## src/rtl/aluPkg.sv

```systemverilog
package aluPkg;
  localparam int DATA_W = 32;
  localparam int HALF_W = DATA_W / 2;
  localparam int BYTE_W = 8;
  localparam int FLAG_W = 5;
  localparam int QLIT_W = 8;
  localparam int QSEL_W = 3;
  localparam int OP_W   = 4;
  localparam int SIZE_W = 2;

  // flag bit positions inside flagsOut
  localparam int FX = 4;
  localparam int FN = 3;
  localparam int FZ = 2;
  localparam int FV = 1;
  localparam int FC = 0;

  typedef enum logic [OP_W-1:0] {
    OP_MOVE = 4'd0, OP_QLOAD = 4'd1, OP_ADD = 4'd2, OP_ADDQ = 4'd3,
    OP_ADDX = 4'd4, OP_SUB = 4'd5, OP_SUBQ = 4'd6, OP_SUBX = 4'd7,
    OP_NEG = 4'd8, OP_NEGX = 4'd9, OP_CLR = 4'd10, OP_EXTW = 4'd11,
    OP_SWAP = 4'd12, OP_MOVEA = 4'd13, OP_ADDA = 4'd14, OP_RSVD = 4'd15
  } aluOp_e;

  typedef enum logic [2:0] {
    RS_PASS, RS_ARITH, RS_ZERO, RS_EXT, RS_SWAP, RS_ADDR, RS_QUICK
  } resSel_e;

  typedef enum logic [1:0] {FM_KEEP, FM_LOGIC, FM_ARITH, FM_CHAIN} flagMode_e;
  typedef enum logic [1:0] {B_SRC, B_QUICK, B_DST} bSel_e;

  typedef struct packed {
    logic              load;
    resSel_e           resSel;
    flagMode_e         flagMode;
    logic              aZero;
    bSel_e             bSel;
    logic              subtract;
    logic              useX;
    logic              addAccum;
    logic [SIZE_W-1:0] effSize;
  } aluStrobe_t;
endpackage

```

## src/rtl/aluCtrl.sv

```systemverilog
module aluCtrl
  import aluPkg::*;
(
  input  logic              opValid,
  input  logic [OP_W-1:0]   opCode,
  input  logic [SIZE_W-1:0] opSize,
  output aluStrobe_t        strobe
);
  always_comb begin
    strobe          = '0;
    strobe.load     = opValid && (opCode != OP_RSVD);
    strobe.resSel   = RS_PASS;
    strobe.flagMode = FM_LOGIC;
    strobe.bSel     = B_SRC;
    strobe.effSize  = opSize;
    unique case (aluOp_e'(opCode))
      OP_MOVE:  strobe.resSel = RS_PASS;
      OP_QLOAD: begin strobe.resSel = RS_QUICK; strobe.effSize = 2'd2; end
      OP_ADD, OP_ADDQ, OP_ADDX, OP_SUB, OP_SUBQ, OP_SUBX: begin
        strobe.resSel   = RS_ARITH;
        strobe.subtract = (opCode == OP_SUB) || (opCode == OP_SUBQ) || (opCode == OP_SUBX);
        strobe.bSel     = ((opCode == OP_ADDQ) || (opCode == OP_SUBQ)) ? B_QUICK : B_SRC;
        strobe.useX     = (opCode == OP_ADDX) || (opCode == OP_SUBX);
        strobe.flagMode = strobe.useX ? FM_CHAIN : FM_ARITH;
      end
      OP_NEG, OP_NEGX: begin
        strobe.resSel   = RS_ARITH;
        strobe.subtract = 1'b1;
        strobe.aZero    = 1'b1;
        strobe.bSel     = B_DST;
        strobe.useX     = (opCode == OP_NEGX);
        strobe.flagMode = strobe.useX ? FM_CHAIN : FM_ARITH;
      end
      OP_CLR:   strobe.resSel = RS_ZERO;
      OP_EXTW:  begin strobe.resSel = RS_EXT;  strobe.effSize = 2'd1; end
      OP_SWAP:  begin strobe.resSel = RS_SWAP; strobe.effSize = 2'd2; end
      OP_MOVEA, OP_ADDA: begin
        strobe.resSel   = RS_ADDR;
        strobe.flagMode = FM_KEEP;
        strobe.addAccum = (opCode == OP_ADDA);
      end
      default:  strobe.flagMode = FM_KEEP;
    endcase
  end
endmodule

```

## src/rtl/aluDatapath.sv

```systemverilog
module aluDatapath
  import aluPkg::*;
(
  input  logic              clk,
  input  logic              rstN,
  input  aluStrobe_t        strobe,
  input  logic [DATA_W-1:0] srcOp,
  input  logic [DATA_W-1:0] dstOp,
  input  logic [QLIT_W-1:0] quickLit,
  output logic [DATA_W-1:0] resultOut,
  output logic [FLAG_W-1:0] flagsOut,
  output logic              resValid
);
  logic [DATA_W-1:0] resultQ, widthMask, aOp, bOp, aM, bM, rawSized, arithRes, addrSrc, nextRes;
  logic [DATA_W:0]   sum;
  logic [FLAG_W-1:0] flagsQ, nextFlags;
  logic              validQ, carryOut, ovf, cin, topA, topB, topR;

  function automatic logic msbOf(input logic [DATA_W-1:0] x, input logic [SIZE_W-1:0] sz);
    case (sz)
      2'd0:    return x[BYTE_W-1];
      2'd1:    return x[HALF_W-1];
      default: return x[DATA_W-1];
    endcase
  endfunction

  always_comb begin
    case (strobe.effSize)
      2'd0:    widthMask = DATA_W'({BYTE_W{1'b1}});
      2'd1:    widthMask = DATA_W'({HALF_W{1'b1}});
      default: widthMask = '1;
    endcase
  end

  // operand selection and sized adder/subtractor
  always_comb begin
    aOp = strobe.aZero ? '0 : dstOp;
    case (strobe.bSel)
      B_QUICK: bOp = (quickLit[QSEL_W-1:0] == '0) ? DATA_W'(8) : DATA_W'(quickLit[QSEL_W-1:0]);
      B_DST:   bOp = dstOp;
      default: bOp = srcOp;
    endcase
    aM  = aOp & widthMask;
    bM  = bOp & widthMask;
    cin = strobe.useX & flagsQ[FX];
    if (strobe.subtract) sum = {1'b0, aM} - {1'b0, bM} - {{DATA_W{1'b0}}, cin};
    else                 sum = {1'b0, aM} + {1'b0, bM} + {{DATA_W{1'b0}}, cin};
    case (strobe.effSize)
      2'd0:    carryOut = sum[BYTE_W];
      2'd1:    carryOut = sum[HALF_W];
      default: carryOut = sum[DATA_W];
    endcase
    arithRes = sum[DATA_W-1:0] & widthMask;
    topA = msbOf(aM, strobe.effSize);
    topB = msbOf(bM, strobe.effSize);
    topR = msbOf(arithRes, strobe.effSize);
    ovf  = strobe.subtract ? ((topA != topB) && (topR != topA))
                           : ((topA == topB) && (topR != topA));
  end

  // result shaping
  always_comb begin
    addrSrc = opSizeLong(strobe.effSize) ? srcOp : {{HALF_W{srcOp[HALF_W-1]}}, srcOp[HALF_W-1:0]};
    case (strobe.resSel)
      RS_ARITH: rawSized = arithRes;
      RS_ZERO:  rawSized = '0;
      RS_EXT:   rawSized = DATA_W'({{BYTE_W{dstOp[BYTE_W-1]}}, dstOp[BYTE_W-1:0]});
      RS_SWAP:  rawSized = {dstOp[HALF_W-1:0], dstOp[DATA_W-1:HALF_W]};
      RS_QUICK: rawSized = {{(DATA_W-QLIT_W){quickLit[QLIT_W-1]}}, quickLit};
      default:  rawSized = srcOp & widthMask;
    endcase
    if (strobe.resSel == RS_ADDR)
      nextRes = strobe.addAccum ? (dstOp + addrSrc) : addrSrc;
    else
      nextRes = (dstOp & ~widthMask) | rawSized;
  end

  function automatic logic opSizeLong(input logic [SIZE_W-1:0] sz);
    return sz[1];
  endfunction

  // flag update by class
  always_comb begin
    nextFlags = flagsQ;
    case (strobe.flagMode)
      FM_LOGIC: begin
        nextFlags[FN] = msbOf(rawSized, strobe.effSize);
        nextFlags[FZ] = (rawSized == '0);
        nextFlags[FV] = 1'b0;
        nextFlags[FC] = 1'b0;
      end
      FM_ARITH, FM_CHAIN: begin
        nextFlags[FX] = carryOut;
        nextFlags[FC] = carryOut;
        nextFlags[FV] = ovf;
        nextFlags[FN] = topR;
        if (strobe.flagMode == FM_ARITH) nextFlags[FZ] = (arithRes == '0);
        else if (arithRes != '0)         nextFlags[FZ] = 1'b0;
      end
      default: ;
    endcase
  end

  always_ff @(posedge clk) begin
    if (!rstN) begin
      resultQ <= '0;
      flagsQ  <= '0;
      validQ  <= 1'b0;
    end else begin
      validQ <= strobe.load;
      if (strobe.load) begin
        resultQ <= nextRes;
        flagsQ  <= nextFlags;
      end
    end
  end

  assign resultOut = resultQ;
  assign flagsOut  = flagsQ;
  assign resValid  = validQ;
endmodule

```

## src/rtl/intAlu.sv

```systemverilog
module intAlu
  import aluPkg::*;
(
  input  logic              clk,
  input  logic              rstN,
  input  logic              opValid,
  input  logic [OP_W-1:0]   opCode,
  input  logic [SIZE_W-1:0] opSize,
  input  logic [DATA_W-1:0] srcOp,
  input  logic [DATA_W-1:0] dstOp,
  input  logic [QLIT_W-1:0] quickLit,
  output logic [DATA_W-1:0] resultOut,
  output logic [FLAG_W-1:0] flagsOut,
  output logic              resValid
);
  aluStrobe_t strobe;

  aluCtrl u_ctrl (
    .opValid (opValid),
    .opCode  (opCode),
    .opSize  (opSize),
    .strobe  (strobe)
  );

  aluDatapath u_dp (
    .clk       (clk),
    .rstN      (rstN),
    .strobe    (strobe),
    .srcOp     (srcOp),
    .dstOp     (dstOp),
    .quickLit  (quickLit),
    .resultOut (resultOut),
    .flagsOut  (flagsOut),
    .resValid  (resValid)
  );
endmodule

```

## config.mk

```make
export PLATFORM = sky130hd
export DESIGN_NAME = intAlu
export DESIGN_NICKNAME = d
export VERILOG_FILES = /design/src/rtl/aluPkg.sv /design/src/rtl/aluCtrl.sv /design/src/rtl/aluDatapath.sv /design/src/rtl/intAlu.sv
export SDC_FILE = /design/constraint.sdc
export NUM_CORES = 1
export LEC_CHECK = 0
export BUFFER_PORTS_ARGS = -buffer_cell sky130_fd_sc_hd__buf_2
export CAP_MARGIN = 20
export CORE_ASPECT_RATIO = 0.7
export CORE_MARGIN = 4
export CORE_UTILIZATION = 55
export DETAILED_ROUTE_END_ITERATION = 8
export PLACE_DENSITY = 0.79
export SETUP_SLACK_MARGIN = 0.15
export SKIP_LAST_GASP = 1
export SLEW_MARGIN = 25
export SYNTH_ARGS = -nofsm -noshare
export SYNTH_HDL_FRONTEND = slang
export SYNTH_HIERARCHICAL = 1
export SYNTH_SLANG_ARGS = --single-unit
export TNS_END_PERCENT = 100
```

## constraint.sdc

```tcl
create_clock -name clk -period 5.7 [get_ports clk]
set_input_delay 0.285 -clock clk [delete_from_list [all_inputs] [get_ports clk]]
set_output_delay 0.285 -clock clk [all_outputs]
set_load 0.005 [all_outputs]
```

# After elaboration in Yosys (flattened, before gate mapping)
# Index checks and enable logic that the tools add are counted.
[word_totals] out_inout_bits=38 reg_bits=38 in_bits=81
[classes] eq_ne=31 addsub=5 mux=27 reduce_logical=24 bitwise=8
[op_table] operator="$and A32 B32 Y32" n=5
[op_table] operator="$pmux W32 S5" n=1
[op_table] operator="$mux W32" n=4
[op_table] operator="$pmux W32 S2" n=2
[op_table] operator="$logic_not A32 Y1" n=2
[op_table] operator="$add A32 B32 Y33" n=1
[op_table] operator="$add A33 B1 Y33" n=1
[op_table] operator="$mux W33" n=1
[op_table] operator="$sub A32 B32 Y33" n=1
[op_table] operator="$sub A33 B1 Y33" n=1
[op_table] operator="$add A32 B32 Y32" n=1
[op_table] operator="$not A32 Y32" n=1
[op_table] operator="$or A32 B32 Y32" n=1
[op_table] operator="$reduce_bool A32 Y1" n=1
[op_table] operator="$eq A4 B4 Y1 const B" n=7
[op_table] operator="$pmux W3 S6" n=1
[op_table] operator="$eq A4 B3 Y1 const B" n=4
[op_table] operator="$pmux W4 S2" n=2
[op_table] operator="$pmux W1 S2" n=5
[op_table] operator="$eq A3 B3 Y1 const B" n=3
[op_table] operator="$eq A4 B2 Y1 const B" n=2
[op_table] operator="$mux W1" n=8
[op_table] operator="$reduce_or A2 Y1" n=4
[op_table] operator="$reduce_or A8 Y1" n=1
[op_table] operator="other kinds (23)" n=35

# Longest topological paths before layout
[depth] ltp_word=16 ltp_mapped=27 depth_no_buf=22

# Modules after synthesis
# Netlist, hierarchy kept.
[modules_own_cells] module="aluDatapath" seq_area_each_um2=760.7 instances=1 cells_each=1525 area_each_um2=10396.2
[modules_own_cells] module="aluCtrl" seq_area_each_um2=0.0 instances=1 cells_each=45 area_each_um2=262.8

# Worst setup path before layout
# No wires, ideal clock.
[synth_timing] kind="input port to flip-flop" startpoint="in opCode[3]" endpoint="reg u_dp.flagsQ[2], in the netlist u_dp/flagsOut[2]" setup_ns=0.069 arrival_ns=5.281 path_stages=24 path_slack_ns=0.350 path_cell_list="buf_4 nor2b_2 a31oi_1 or3_1 clkbuf_1 inv_1 buf_1 buf_1 buf_1 nor2_1 ha_1 ha_1 clkbuf_1 and4_1 a221o_1 a31o_2 nand2b_1 o22ai_1 a221o_1 nand2b_1 or4b_1 nor4_1 nor2_1 o21ai_1"
[synth_lines] element="start: declaration" line="intAlu.sv:7" rtl="input logic [OP_W-1:0] opCode,"
[synth_lines] element="end signal: assignment" line="aluDatapath.sv:113" rtl="flagsQ <= nextFlags;"
[synth_lines] element="end: declaration" line="aluDatapath.sv:16" rtl="logic [FLAG_W-1:0] flagsQ, nextFlags;"

==> flow_metrics.env <==
export IMPL_ys_flop_type="dfxtp_1"
export IMPL_cap_violations=0
export IMPL_antenna_found_initial=1
export IMPL_drc=0
export IMPL_rows=42
export IMPL_p_per_area_nw_per_um2=221
export IMPL_rsz0062_at_grt="true"
export IMPL_track_usage_pct=36.0
export IMPL_synth_area_top_cells="ha_1, a21oi_1, dfxtp_1"
export IMPL_clk_pin_slew_worst_paths_ns=0.06
export IMPL_rr_startpoint="u_dp/flagsOut[4]"
export IMPL_final_util_pct=62.8
export IMPL_cp_slowest_cell="a2111o_1"
export IMPL_numCtsBuffers=5
export IMPL_hold_path_class="register to register"
export IMPL_worstSkewPairLatency_ns=0.29
export IMPL_initial_utilization_pct=56.2
export IMPL_synth_edf_count=0
export IMPL_wl_met1_mm=17.5
export IMPL_drv_slew=0
export IMPL_syn_area_per_cell_um2=6.79
export IMPL_cts_sinks=38
export IMPL_drive_gt1_share_pct=13.8
export IMPL_rr_worst_depth=16
export IMPL_setup_tns_ns=0
export IMPL_leakage_nw=5.48
export IMPL_wl_met3_mm=5.55
export IMPL_dpl_hpwl_mm=33.5
export IMPL_ant_nets=0
export IMPL_crit_path_start="opCode[0]"
export IMPL_vdd_ir_drop_max_mv=0.111
export IMPL_crit_type="input port to register"
export IMPL_syn_instance_count=1570
export IMPL_io_pins=119
export IMPL_setup_viol=0
export IMPL_status="finished, final reports clean"
export IMPL_io_buffers=118
export IMPL_syn_area_um2=10700
export IMPL_syn_to_final_growth_pct=11.8
export IMPL_arrival_ns=5.60
export IMPL_start_kind="input port"
export IMPL_wl_per_cell_um=21.6
export IMPL_cts_tree="yes"
export IMPL_wirelength_mm=41.8
export IMPL_synth_cell_types=86
export IMPL_synth_top_area_share_pct=14.6
export IMPL_first_iter_violations=2276
export IMPL_routed_via_density=6.65
export IMPL_core_area_um2=19000
export IMPL_grt_start_max_net_pins=54
export IMPL_fillers=1797
export IMPL_cts_root_buf="clkbuf_16"
export IMPL_period_share_pct=94.4
export IMPL_critPathMaxStageDelay_ns=0.50
export IMPL_gp_congestion=1.08
export IMPL_timing_rr_end="u_dp/flagsOut[2]"
export IMPL_grt_first_pass_wirelength_mm=63.9
export IMPL_die_x_um=174
export IMPL_endpoint="u_dp/flagsOut[0]"
export IMPL_endpoint_kind="register"
export IMPL_yosys_top_cells_count="a21oi_1, nand2_1, ha_1"
export IMPL_grt_overflow=0
export IMPL_num_vias=12846
export IMPL_path_common_cell="ha_1"
export IMPL_drtPass1Iterations=7
export IMPL_tightestPinTransition_ns=1.06
export IMPL_dieArea_um2=21700
export IMPL_dr_max_layer_used="met5"
export IMPL_post_synth_top_count_cell="a21oi_1"
export IMPL_seq_area_frac_synth_pct=7.14
export IMPL_die_y_um=124
export IMPL_wl_met2_mm=17.3
export IMPL_rrSetupSlack_ns=1.45
export IMPL_ys_warn_count=6
export IMPL_htree_levels=2
export IMPL_syn_num_nets=1780
export IMPL_grt_pass1_vias=11580
export IMPL_slew_limit_headroom_pct=29.1
export IMPL_clock_skew_ns=0.00893
export IMPL_crit_chain="buf_2, xor2_1, and3b_1, inv_1, ha_1, buf_6, a22oi_1, nor2_1, ha_1, ha_1, a21o_1, a221oi_1, o221ai_1, a221oi_1, o21ai_1, a211oi_1, o21bai_1, a21oi_1, xnor2_1, a2111o_1, nand2_1"
export IMPL_hold_violations=0
export IMPL_worstPathRequired_ns=5.93
export IMPL_fin_nets=1877
export IMPL_antenna_cells=0
export IMPL_synth_area_leader_cell="ha_1"
export IMPL_worst_path_max_fanout=31
export IMPL_async_flop_share_pct=0
export IMPL_ys_ff_latch=38
export IMPL_fmax_mhz=186
export IMPL_finalCriticalPeriod_ns=5.38
export IMPL_clk_path_buf_depth=2
export IMPL_hold_buffers=0
==> cells in the final DEF, fill, tap and decap left out, types with 11 or more instances in the layout <==
master / n
o22ai_1: 15
o211ai_1: 11
a221o_1: 16
nand4_1: 16
o221ai_1: 13
o21a_1: 19
and2_1: 28
nor3_1: 34
buf_2: 118
a31oi_1: 20
mux2i_1: 39
nor2b_1: 46
xnor2_1: 41
a211oi_1: 37
nand2b_1: 27
dfxtp_1: 38
xor2_1: 27
buf_4: 62
a21oi_1: 156
nor2_1: 108
ha_1: 124
a22oi_1: 31
nand3_1: 36
o21ai_0: 78
nand2_1: 138
a221oi_1: 13
inv_1: 117
a21o_1: 56
o21ai_1: 14
o21bai_1: 15
==> power breakdown <==
group          internal (W)  switching, W
registers          0.000297     0.0000175
clock network      0.000173      0.000117
logic              0.000791       0.00124
==> stage by stage <==
step | cell area [um2] | hold WS (ns) | total power, W | std cells | setup WS, ns
3_3_place_gp | 11700 | 0.437 | 0.00223 | 1923 | 0.0994
5_1_grt | 11900 | 0.476 | 0.00281 | 1932 | 0.0815
4_1_cts | 11900 | 0.453 | 0.00256 | 1931 | 0.272
3_5_place_dp | 11700 | 0.435 | 0.00226 | 1923 | 0.00408
2_1_floorplan | 10700 | 0.444 | 0.00167 | 1570 | 0.350
6_report | 11900 | 0.455 | 0.00264 | 1932 | 0.322
==> final cells by class <==
type | instances | area, um2 | share of cell area, %
tap | 264 | 330 | 2.77
inverter | 117 | 439 | 3.68
multi-input combinational | 1322 | 9140 | 76.7
timing repair buffer | 183 | 1100 | 9.21
clock buffer | 6 | 139 | 1.16
sequential | 38 | 761 | 6.38
clock inverter | 2 | 12.5 | 0.105
==> flip-flops by register name (all words and copies together) (netlist names) <==
register / count
u_dp/resultOut: 32
u_dp/flagsOut: 5
u_dp/resValid: 1
==> how the worst min path moves through the flow <==
stage	endpoint	slack (ns)	depth (start not counted)	startpoint
2_1_floorplan	u_dp/resultOut[26]	0.44	2	u_dp/resultOut[26]
3_3_place_gp	u_dp/resultOut[26]	0.44	2	u_dp/resultOut[26]
3_5_place_dp	u_dp/resultOut[27]	0.44	1	u_dp/resultOut[27]
4_1_cts	u_dp/resultOut[18]	0.45	2	u_dp/resultOut[18]
5_1_grt	u_dp/resultOut[27]	0.48	1	u_dp/resultOut[27]
6_report	u_dp/resultOut[18]	0.46	2	u_dp/resultOut[18]
==> cells by family (layout without fill, tap and decap cells) <==
logic type / Yosys count / count (layout) / synth area share (%)
buffers and inverters: 210 / 308 / 7.65
and+or+nand+nor: 499 / 499 / 23.3
DFF: 38 / 38 / 7.14
muxes: 45 / 45 / 4.30
AOI/OAI and AO/OA: 581 / 581 / 36.6
adders and majority gates: 129 / 129 / 15.5
xor gates and xnor gates: 68 / 68 / 5.59
==> critical path, delay by kind of cell <==
kind            cells  cell delay, ns
buf+inv             3            0.58
xor+xnor            2            0.33
compound gates     10            2.79
fa+ha+maj           3            1.12
simple gates        3            0.46
==> timing repair <==
item,4_1_cts,5_1_grt
buffers inserted,0,0
endpoints found under the setup margin,0,4
gates resized for setup,0,7
==> layer usage <==
| metal | vias to the layer above | GRT usage [%] |
|---|---|---|
| met5 | - | 0 |
| met4 | 2 | 9.68 |
| met3 | 146 | 10.0 |
| met2 | 887 | 53.7 |
| met1 | 5854 | 50.7 |
| li1 | 5957 | - |
Note: power is estimated with default switching activity, not from simulation.
